## src/rtl/ex_pkg.sv

```systemverilog
package ex_pkg;
    localparam int XLEN   = 64;
    localparam int CODE_W = 4;

    localparam int ME_B   = 12;
    localparam int HV_B   = 60;
    localparam int RI_B   = 1;
    localparam int IR_B   = 5;
    localparam int DR_B   = 4;
    localparam int POW_B  = 50;
    localparam int SF_B   = 63;
    localparam int WAKE_B = 16;
    localparam int CAUSE_LSB = 18;
    localparam int CAUSE_W   = 4;

    localparam logic [XLEN-1:0] SAVE_CLR = 64'h0000_0000_783F_0000;
    localparam logic [XLEN-1:0] ALT_OFS  = 64'hC000_0000_0000_4000;

    localparam logic [CODE_W-1:0] EXC_RESET    = 4'd0;
    localparam logic [CODE_W-1:0] EXC_MCHECK   = 4'd1;
    localparam logic [CODE_W-1:0] EXC_EXTERNAL = 4'd2;
    localparam logic [CODE_W-1:0] EXC_DECR     = 4'd3;
    localparam logic [CODE_W-1:0] EXC_DBELL    = 4'd4;
    localparam logic [CODE_W-1:0] EXC_HDBELL   = 4'd5;
    localparam logic [CODE_W-1:0] EXC_HMAINT   = 4'd6;
    localparam logic [CODE_W-1:0] EXC_PROGRAM  = 4'd7;
    localparam logic [CODE_W-1:0] EXC_SYSCALL  = 4'd8;
    localparam logic [CODE_W-1:0] EXC_HDECR    = 4'd9;

    typedef enum logic {
        S_IDLE      = 1'b0,
        S_CHECKSTOP = 1'b1
    } ctl_state_e;
endpackage

```

## src/rtl/ex_wake_cause.sv

```systemverilog
module ex_wake_cause
    import ex_pkg::*;
(
    input  logic [CODE_W-1:0]  code_i,
    input  logic               psave_i,
    output logic [CODE_W-1:0]  eff_code_o,
    output logic [CAUSE_W-1:0] cause_o,
    output logic               bad_o
);
    always_comb begin
        eff_code_o = code_i;
        cause_o    = '0;
        bad_o      = 1'b0;
        if (psave_i && (code_i != EXC_MCHECK)) begin
            eff_code_o = EXC_RESET;
            unique case (code_i)
                EXC_RESET:    cause_o = 4'h4;
                EXC_EXTERNAL: cause_o = 4'h8;
                EXC_DECR:     cause_o = 4'h6;
                EXC_DBELL:    cause_o = 4'h5;
                EXC_HDBELL:   cause_o = 4'h3;
                EXC_HMAINT:   cause_o = 4'hA;
                default:      bad_o   = 1'b1;
            endcase
        end
    end
endmodule

```

## src/rtl/ex_entry_calc.sv

```systemverilog
module ex_entry_calc
    import ex_pkg::*;
#(
    parameter int NUM_EXC = 10
) (
    input  logic [XLEN-1:0]         cur_st_i,
    input  logic                    emb_model_i,
    input  logic                    psave_i,
    input  logic [CODE_W-1:0]       eff_code_i,
    input  logic [CAUSE_W-1:0]      cause_i,
    input  logic                    wake_bad_i,
    input  logic [1:0]              ail_mode_i,
    input  logic [XLEN-1:0]         vec_prefix_i,
    input  logic [NUM_EXC*XLEN-1:0] vec_table_i,
    output logic [XLEN-1:0]         save_st_o,
    output logic [XLEN-1:0]         new_st_o,
    output logic [XLEN-1:0]         handler_o,
    output logic                    err_o,
    output logic                    chk_o
);
    logic [XLEN-1:0] vec_arr [NUM_EXC];

    for (genvar g = 0; g < NUM_EXC; g++) begin : g_split
        assign vec_arr[g] = vec_table_i[g*XLEN +: XLEN];
    end

    logic [XLEN-1:0] entry;
    logic            undef, hv_rise, alt_ok, alt_bad;

    always_comb begin
        save_st_o = emb_model_i ? cur_st_i : (cur_st_i & ~SAVE_CLR);
        if (psave_i) begin
            save_st_o[WAKE_B] = 1'b1;
            save_st_o[CAUSE_LSB +: CAUSE_W] = save_st_o[CAUSE_LSB +: CAUSE_W] | cause_i;
        end

        new_st_o = '0;
        new_st_o[ME_B] = cur_st_i[ME_B];
        new_st_o[HV_B] = cur_st_i[HV_B];
        unique case (eff_code_i)
            EXC_MCHECK: begin
                new_st_o[HV_B] = 1'b1;
                new_st_o[ME_B] = 1'b0;
            end
            EXC_HDECR, EXC_HDBELL, EXC_HMAINT: begin
                new_st_o[HV_B] = 1'b1;
                new_st_o[RI_B] = cur_st_i[RI_B];
            end
            EXC_RESET: begin
                new_st_o[HV_B] = 1'b1;
                if (psave_i) new_st_o[ME_B] = 1'b1;
            end
            default: ;
        endcase

        chk_o = (eff_code_i == EXC_MCHECK) && !cur_st_i[ME_B];

        if (int'(eff_code_i) < NUM_EXC) entry = vec_arr[eff_code_i];
        else                            entry = '1;
        undef = (entry == '1);

        hv_rise   = new_st_o[HV_B] && !cur_st_i[HV_B];
        alt_ok    = save_st_o[IR_B] && save_st_o[DR_B] && !hv_rise;
        handler_o = entry | vec_prefix_i;
        alt_bad   = 1'b0;
        if (alt_ok) begin
            unique case (ail_mode_i)
                2'd3: begin
                    handler_o      = handler_o | ALT_OFS;
                    new_st_o[IR_B] = 1'b1;
                    new_st_o[DR_B] = 1'b1;
                end
                2'd0:    ;
                default: alt_bad = 1'b1;
            endcase
        end

        err_o = wake_bad_i || undef || alt_bad;
    end
endmodule

```

## src/rtl/ex_return_calc.sv

```systemverilog
module ex_return_calc
    import ex_pkg::*;
(
    input  logic [XLEN-1:0] sv_pc_i,
    input  logic [XLEN-1:0] sv_st_i,
    output logic [XLEN-1:0] ret_pc_o,
    output logic [XLEN-1:0] ret_st_o
);
    always_comb begin
        ret_st_o        = sv_st_i;
        ret_st_o[POW_B] = 1'b0;
        ret_pc_o        = {sv_pc_i[XLEN-1:2], 2'b00};
        if (!ret_st_o[SF_B]) ret_pc_o[XLEN-1:32] = '0;
    end
endmodule

```

## src/rtl/ex_entry_gen.sv

```systemverilog
module ex_entry_gen
    import ex_pkg::*;
#(
    parameter int NUM_EXC = 10
) (
    input  logic                    clk,
    input  logic                    rst_n,
    input  logic                    take_i,
    input  logic                    ret_i,
    input  logic [3:0]              exc_code_i,
    input  logic [63:0]             cur_st_i,
    input  logic [63:0]             cur_pc_i,
    input  logic                    emb_model_i,
    input  logic                    psave_i,
    input  logic [1:0]              ail_mode_i,
    input  logic [63:0]             vec_prefix_i,
    input  logic [NUM_EXC*64-1:0]   vec_table_i,
    output logic                    taken_o,
    output logic                    ret_done_o,
    output logic                    err_o,
    output logic                    chkstop_o,
    output logic [63:0]             save_pc_o,
    output logic [63:0]             save_st_o,
    output logic [63:0]             new_st_o,
    output logic [63:0]             new_pc_o
);
    ctl_state_e state_q, state_d;

    logic [CODE_W-1:0]  eff_code;
    logic [CAUSE_W-1:0] cause;
    logic               wake_bad;
    logic [XLEN-1:0]    c_sst, c_nst, c_hnd, r_pc, r_st;
    logic               c_err, c_chk;

    ex_wake_cause u_wake (
        .code_i     (exc_code_i),
        .psave_i    (psave_i),
        .eff_code_o (eff_code),
        .cause_o    (cause),
        .bad_o      (wake_bad)
    );

    ex_entry_calc #(.NUM_EXC(NUM_EXC)) u_calc (
        .cur_st_i     (cur_st_i),
        .emb_model_i  (emb_model_i),
        .psave_i      (psave_i),
        .eff_code_i   (eff_code),
        .cause_i      (cause),
        .wake_bad_i   (wake_bad),
        .ail_mode_i   (ail_mode_i),
        .vec_prefix_i (vec_prefix_i),
        .vec_table_i  (vec_table_i),
        .save_st_o    (c_sst),
        .new_st_o     (c_nst),
        .handler_o    (c_hnd),
        .err_o        (c_err),
        .chk_o        (c_chk)
    );

    ex_return_calc u_ret (
        .sv_pc_i  (save_pc_o),
        .sv_st_i  (save_st_o),
        .ret_pc_o (r_pc),
        .ret_st_o (r_st)
    );

    always_ff @(posedge clk) begin
        if (!rst_n) state_q <= S_IDLE;
        else        state_q <= state_d;
    end

    always_comb begin
        state_d = state_q;
        unique case (state_q)
            S_IDLE:      if (take_i && c_chk) state_d = S_CHECKSTOP;
            S_CHECKSTOP: state_d = S_CHECKSTOP;
            default:     state_d = S_IDLE;
        endcase
    end

    always_ff @(posedge clk) begin
        if (!rst_n) begin
            taken_o    <= 1'b0;
            ret_done_o <= 1'b0;
            err_o      <= 1'b0;
            save_pc_o  <= '0;
            save_st_o  <= '0;
            new_st_o   <= '0;
            new_pc_o   <= '0;
        end else begin
            taken_o    <= 1'b0;
            ret_done_o <= 1'b0;
            err_o      <= 1'b0;
            if (state_q == S_IDLE) begin
                if (take_i) begin
                    if (c_chk) begin
                        // checkstop entry: no architectural update
                    end else if (c_err) begin
                        err_o <= 1'b1;
                    end else begin
                        taken_o   <= 1'b1;
                        save_pc_o <= cur_pc_i;
                        save_st_o <= c_sst;
                        new_st_o  <= c_nst;
                        new_pc_o  <= c_hnd;
                    end
                end else if (ret_i) begin
                    ret_done_o <= 1'b1;
                    new_pc_o   <= r_pc;
                    new_st_o   <= r_st;
                end
            end
        end
    end

    assign chkstop_o = (state_q == S_CHECKSTOP);
endmodule

```

## config.mk

```make
export PLATFORM = sky130hd
export DESIGN_NAME = ex_entry_gen
export DESIGN_NICKNAME = d
export VERILOG_FILES = /design/src/rtl/ex_pkg.sv /design/src/rtl/ex_wake_cause.sv /design/src/rtl/ex_entry_calc.sv /design/src/rtl/ex_return_calc.sv /design/src/rtl/ex_entry_gen.sv
export SDC_FILE = /design/constraint.sdc
export NUM_CORES = 1
export LEC_CHECK = 0
export CAP_MARGIN = 20
export CORE_AREA = 2 2 425 427
export DETAILED_ROUTE_END_ITERATION = 10
export DIE_AREA = 0 0 427 429
export DONT_BUFFER_PORTS = 1
export PLACE_DENSITY = 0.3
export SLEW_MARGIN = 15
export SYNTH_ARGS = -nofsm -noshare
export SYNTH_HDL_FRONTEND = slang
export SYNTH_SLANG_ARGS = --single-unit
```

## constraint.sdc

```tcl
create_clock -name clk -period 4.5 [get_ports clk]
set_input_delay 0.45 -clock clk [delete_from_list [all_inputs] [get_ports clk]]
set_output_delay 0.45 -clock clk [all_outputs]
set_load 0.005 [all_outputs]
```

==> metrics.md, run 1 <==
| Metric | Value |
|---|---|
| Status | finished, final reports clean |
| Worst R2R End | new_pc_o[21] |
| Fin nets | 3099 |
| Reg-to-reg startpoint | chkstop_o |
| Setup slack after layout | 101 ps |
| Synth Flop Type | dfxtp_1 |
| Post-synth EDFFs | 0 |
| TritonRoute pass-1 iters | 5 |
| Initial antenna violation count | 125 |
| Post-route minimum period | 4400 ps |
| VDD IR max | 0.319 mV |
| Synthesized instance count | 2061 |
| Final setup violation count | 0 |
| Share of the synthesized area in the top cell type | 0.312 |
| Most frequent cell on the critical path | buf_4 |
| Worst min path class | in -> reg |
| Hold path cells | 2 |
| Placed inst area | 20600 um2 |
| CTS clk-pin slew, worst paths | 60 ps |
| Critical Path RT | 5010 ps |
| Remaining antenna violation count | 0 |
| Final Hold Viols | 0 |
| Total negative slack | 0 ps |
| Pwr dens | 329 nW/um2 |
| Gpl congestion | 0.994 |
| TritonCTS clock tree | done |
| Largest net degree at the start of global routing | 216 |
| Via density | 4.22 |
| CORE AREA | 178000 um2 |
| R2R depth | 6 |
| Die Wd | 427 um |
| Crit-path cells | o31ai_4 -> buf_4 -> buf_12 -> nand3_1 -> a31oi_1 -> nor4_2 -> or4_1 -> or4_1 -> nor4_2 -> buf_4 -> a21oi_4 -> buf_4 -> o22ai_1 |
| Net count after synthesis | 2906 |
| Worst slew pin tran | 1140 ps |
| Post-synthesis sequential area ratio | 0.312 |
| CTS buffer count | 38 |
| Non-Filler Cell Area, Final | 23800 um2 |
| Global route total overflow | 0 |
| Number of global-route vias before repair | 18400 |
| Area grow syn2layout | 43.2% |
| Via Count | 19800 |
| Hold path start | rst_n |
| Max_slew headroom | 0.239 |
| DR WL/cell | 38.5 um |
| Total die area | 183000 um2 |
| Fin cells | 4688 |
| Synth area leaders | dfxtp_1, mux2i_1, nand2_1, a221o_1, nand3_1 |
| Worst stage delay on the critical path | 830 ps |
| Worst R2R Setup Slack | 1860 ps |
| Initial core utilization | 0.0934 |
| Dpl cells | 4393 |
| FF+latch count, synth | 259 |
| PortBufs | 0 |
| Critical path startpoint category | primary input |
| Synth Area per Inst | 8.07 um2 |
| Max_cap viols | 0 |
| First-pass GRT wire length | 222000 um |
| CP Max Fanout | 40 |
| Worst Setup End Kind | flop |
| Slowest CP cell | a31oi_1 |
| P_leak | 8.34 nW |
| RSZ-0062 raised after global routing | false |
| Hpwl dp | 152000 um |
| Mapped Area | 16600 um2 |
| Die span in y | 429 um |
| Max Clk Rate | 0.227 GHz |
| Final slew viol count | 0 |
| DR DRC count | 0 |
| Later-pin clock latency in the skew report | 650 ps |
| Ys Warns | 0 |
| H-tree depth | 2 |
| Layout cells sized above 1 | 0.156 |
| Worst Clk Skew | 56.4 ps |
| Hold Path Sink | save_st_o[37] |
| Drt initial violations | 2155 |
| Post-CTS Setup Repair Bufs | 0 |
| I/O pin cnt | 1104 |
| Row cnt | 155 |
| Setup slack after placement | -577 ps |
| CTS max path bufs | 3 |
| Post-synth top area cell | dfxtp_1 |
| Total Wirelength | 181000 um |
| # clock sinks | 259 |
| Synth cell types | 77 |
| Tcrit/Tclk final | 0.977 |
| # fillers | 20500 |
| Clk root buf | clkbuf_16 |
| WP data arrival | 4900 ps |
| Total track usage | 0.188 |
| Crit path kind | in -> reg |
| Post-synth ARST share | 0 |
how the worst max path moves through the flow:
stage	start	endpoint	slack [ps]	depth (start not counted)
2_1_floorplan	exc_code_i[0]	new_pc_o[46]	820	17
3_3_place_gp	exc_code_i[1]	save_pc_o[54]	-1050	13
3_5_place_dp	exc_code_i[1]	save_pc_o[48]	-580	13
4_1_cts	exc_code_i[1]	save_st_o[18]	80	13
5_1_grt	exc_code_i[1]	new_st_o[52]	20	13
6_report	exc_code_i[1]	new_st_o[55]	100	13
timing repair:
item | in CTS | in global routing
hold buffers | 176 | 0
setup endpoints to repair | 0 | 1
gates resized for setup | 0 | 1
endpoints found under the hold margin | 148 | 0
critical path: cells and delay by family:
family	cells	cell delay (ps)
AOI/OAI and AO/OA	4	1500
buffers and inverters	4	1000
and+or+nand+nor	5	1840
cell usage in the layout (no fill, tap or decap), types with 7 or more instances in the layout:
cell type	count
clkinv_2	10
clkbuf_16	38
o22ai_1	67
mux2_2	21
a221oi_1	28
nand2b_1	8
o2bb2ai_1	50
dfxtp_1	258
o21ai_0	108
nand3_1	129
inv_1	30
a311o_1	17
nand2_1	302
a222oi_1	15
a211oi_1	23
buf_4	186
clkbuf_8	8
o211ai_1	7
a22oi_1	11
a211o_1	13
mux2i_1	254
a31oi_1	41
a31o_2	13
nor2_1	95
nand3b_1	25
nor4_1	13
a221o_1	71
dlygate4sd3_1	174
buf_12	18
diode_2	49
a21oi_1	64
and3_1	37
registers in the layout, summed over array words and instances (netlist names):
name        flops
new_st_o       63
ret_done_o      1
new_pc_o       64
err_o           1
save_st_o      64
chkstop_o       1
save_pc_o      64
taken_o         1
cells by family after synthesis:
family | Yosys count | synth area share
simple gates | 661 | 0.185
compound gates | 603 | 0.267
mux | 275 | 0.167
flops | 259 | 0.312
buf+inv | 259 | 0.0670
xor+xnor | 2 | 0.00105
fa+ha+maj | 1 | 0.000752
other cells | 1 | 0.000226
through the flow:
stage / hold slack [ps] / util / total power (W)
finish: 73.3 / 0.134 / 0.00784
CTS: 0.493 / 0.133 / 0.00802
floorplan: 451 / - / 0.00351
detailed placement: 476 / 0.116 / 0.00457
global placement: 469 / 0.115 / 0.00457
global route: 31.9 / 0.133 / 0.00815
synthesized netlist by cell type (37+ instances only):
library cell / number
mux2i_1: 254
and3_1: 37
nand2_1: 302
clkbuf_1: 142
o2bb2ai_1: 50
a21oi_1: 66
o22ai_1: 67
nand3_1: 129
buf_2: 54
a221o_1: 71
nor2_1: 96
a31oi_1: 42
o21ai_0: 110
dfxtp_1: 259
routing by layer:
layer | vias up | part of all wire | GRT usage
met4 | 106 | 0.016 | 0.0294
li1 | 8239 | - | -
met1 | 10000 | 0.38 | 0.219
met5 | - | 0.0039 | 0
met3 | 255 | 0.11 | 0.0783
met2 | 1114 | 0.49 | 0.323
power breakdown:
| group | total (W) | leakage [nW] | switching, W | internal [W] |
|---|---|---|---|---|
| combinational | 0.00196 | 5.57 | 0.00121 | 0.000756 |
| clock | 0.00320 | 0.651 | 0.00132 | 0.00188 |
| sequential | 0.00268 | 2.12 | 0.000226 | 0.00245 |
| total | 0.00784 | 8.34 | 0.00276 | 0.00509 |
final cells by class:
type,count,area [um2],share of cell area
clock inverters,20,240,0.0101
repair buffers,380,3550,0.149
clock buffers,50,1080,0.0452
inverters,32,121,0.00510
multi-input cells,1543,10600,0.444
well taps,2355,2950,0.124
diodes,49,123,0.00515
flip-flops and latches,259,5190,0.218
Note: power is estimated with default switching activity, not from simulation.
==> run 2: changes to the inputs <==
--- a/config.mk
+++ b/config.mk
@@ -6,9 +6,9 @@
 export NUM_CORES = 1
 export LEC_CHECK = 0
 export CAP_MARGIN = 20
-export CORE_AREA = 2 2 425 427
+export CORE_AREA = 2 2 428 430
 export DETAILED_ROUTE_END_ITERATION = 10
-export DIE_AREA = 0 0 427 429
+export DIE_AREA = 0 0 430 432
 export DONT_BUFFER_PORTS = 1
 export PLACE_DENSITY = 0.3
 export SLEW_MARGIN = 15
==> run 2 against run 1 <==
Net effect:
- the flow now finishes with violations (negative setup slack)
- hold slack worse by 13 ps
- worst setup slack worse by 150 ps
- highest routed layer unchanged
- sequential power hardly changed
- routed wire length is 1.9% higher
- clock-buffer cell count is 8 higher
- first-iteration DRC count is 1.2% higher
- clock power is 1% higher
- largest power group unchanged
==> metrics.md, run 2 (synthesis gave the netlist of run 1 again) <==
| Metric | Value |
|---|---|
| Number of global-route vias before repair | 18400 (-0.30%) |
| Max Clk Rate | 0.220 GHz (-3.3%) |
| Hold WS | 60.7 ps (-12.6 ps) |
| # clock sinks | 259 (unchanged) |
| Violated checks | negative setup slack |
| Total die area | 186000 um2 (+1.4%) |
| First-pass GRT wire length | 224000 um (+1.1%) |
| Reg-to-reg startpoint | chkstop_o |
| Worst Setup End Kind | flop |
| Worst min path class | in -> reg |
| Worst Clk Skew | 66.4 ps (+10.0 ps) |
| Hpwl dp | 157000 um (+3.4%) |
| Crit path kind | in -> reg |
| Layout cells sized above 1 | 0.155 (-0.00124) |
| Placed inst area | 20700 um2 (+0.82%) |
| Final slew viol count | 0 (unchanged) |
| CORE AREA | 182000 um2 (+2.1%) |
| CTS max path bufs | 3 (unchanged) |
| Cts repair resizes | 0 (unchanged) |
| Clk root buf | clkbuf_16 |
| Setup slack after layout | -47.9 ps (-149 ps) |
| Commonest non-fill, non-tap cell in the layout | nand2_1 |
| I/O pin cnt | 1104 (unchanged) |
| Setup slack after placement | -341 ps (+236 ps) |
| H-tree depth | 2 (unchanged) |
| TritonRoute pass-1 iters | 8 (+3) |
| Post-route minimum period | 4550 ps (+149 ps) |
| Non-Filler Cell Area, Final | 23900 um2 (+0.14%) |
| DR WL/cell | 39.0 um (+1.2%) |
| Critical path startpoint category | primary input |
| Most frequent cells in the layout | nand2_1, dfxtp_1, mux2i_1, buf_4, dlygate4sd3_1 |
| Top flop regs | new_pc_o x64, save_pc_o x64, save_st_o x64 |
| Status | complete, but fails checks |
| Pwr dens | 329 nW/um2 (-0.11%) |
| Via Count | 19700 (-0.16%) |
| WP data arrival | 5060 ps (+160 ps) |
| Total negative slack | -1120 ps (-1120 ps) |
| Tcrit/Tclk final | 1.01 (+0.0332) |
| Initial antenna violation count | 176 (+41%) |
| Largest net degree at the start of global routing | 300 (+39%) |
| Hold Path Sink | save_pc_o[62] |
| Worst slew pin tran | 962 ps (-176 ps) |
| Critical Path RT | 5010 ps (about the same) |
| CTS buffer count | 40 (+5.3%) |
| P_leak | 8.36 nW (+0.27%) |
| RSZ-0062 raised after global routing | false |
| Worst R2R End | save_st_o[10] |
| Initial core utilization | 0.0915 (-0.00189) |
| CTS clk-pin slew, worst paths | 60 ps (about the same) |
| R2R depth | 8 (+2) |
| TritonCTS clock tree | done |
| Worst R2R Setup Slack | 2140 ps (+280 ps) |
| Fin nets | 3085 (-0.45%) |
| PortBufs | 0 (unchanged) |
| Final setup violation count | 40 (+40) |
| Drt initial violations | 2180 (+1.2%) |
| Die span in y | 432 um (+0.70%) |
| Global route total overflow | 0 (unchanged) |
| Row cnt | 157 (+1.3%) |
| Hold path cells | 2 (unchanged) |
| CP Max Fanout | 215 (+440%) |
| Total Wirelength | 184000 um (+1.9%) |
| Remaining antenna violation count | 0 (unchanged) |
| Max_cap viols | 0 (unchanged) |
| Total track usage | 0.188 (+0.000552) |
| Via density | 4.18 (-0.88%) |
| Max_slew headroom | 0.359 (+0.120) |
| DR DRC count | 0 (unchanged) |
| Hold path start | cur_pc_i[62] |
| Final Hold Viols | 0 (unchanged) |
| Area grow syn2layout | 43.4% |
| Gpl congestion | 1.03 (+3.6%) |
| Die Wd | 430 um (+0.70%) |
| Later-pin clock latency in the skew report | 660 ps (about the same) |
| VDD IR max | 0.249 mV (-22%) |
## run 2: critical path: stages
cell	delay, ps
inv_2	440
nor2_8	130
buf_4	250
a221oi_1	840
buf_4	240
a211oi_1	50
buf_4	170
nor4_1	390
buf_4	180
nand2_1	60
nor4_2	270
buf_4	210
a21oi_4	80
buf_12	160
buf_12	190
mux2i_1	140
dlygate4sd3_1	560
## run 2: power breakdown
group,switching (W),internal [W],total (W)
Sequential,0.000239,0.00245,0.00269
Combinational,0.00116,0.000759,0.00192
Clock,0.00139,0.00185,0.00324
Total,0.00279,0.00506,0.00785
## run 2: through the flow
step	utilization	total power, W	std cells
final	0.131	0.00785	4722
after detailed placement	0.114	0.00458	4423
after global placement	0.114	0.00458	4421
after CTS	0.130	0.00804	4654
after global routing	0.131	0.00816	4680
after floorplan	-	0.00351	2061
## run 2: timing repair
action                     4_1_cts  5_1_grt
setup buffers                    0        1
setup endpoints to repair        0        7
hold endpoints to repair       146        0
hold buffers                   159        0
## run 2: how the worst max path moves through the flow
stage	start	end	cells past startpoint
2_1_floorplan	exc_code_i[0]	new_pc_o[46]	17
3_5_place_dp	exc_code_i[0]	new_pc_o[21]	15
5_1_grt	exc_code_i[1]	save_st_o[13]	15
3_3_place_gp	exc_code_i[1]	new_pc_o[1]	14
6_report	exc_code_i[0]	save_st_o[10]	17
4_1_cts	exc_code_i[1]	save_st_o[10]	15
## run 2: cell type report
class / count / area [um2]
Fill cell: 20800 / 158000
Clock inverter: 14 / 154
Antenna cell: 67 / 168
Timing Repair Buffer: 364 / 3530
Clock buffer: 58 / 1180
Tap cell: 2385 / 2980
Sequential cell: 259 / 5190
Multi-Input combinational cell: 1543 / 10500
Inverter: 32 / 120
## run 2: per-layer routing
metal  vias to the layer above  global-route usage  share of wire
met5                         -                   0         0.0041
met4                       118              0.0420          0.018
met3                       303              0.0870           0.11
met2                      1204               0.322           0.49
met1                      9850               0.212           0.38
li1                       8257                   -              -
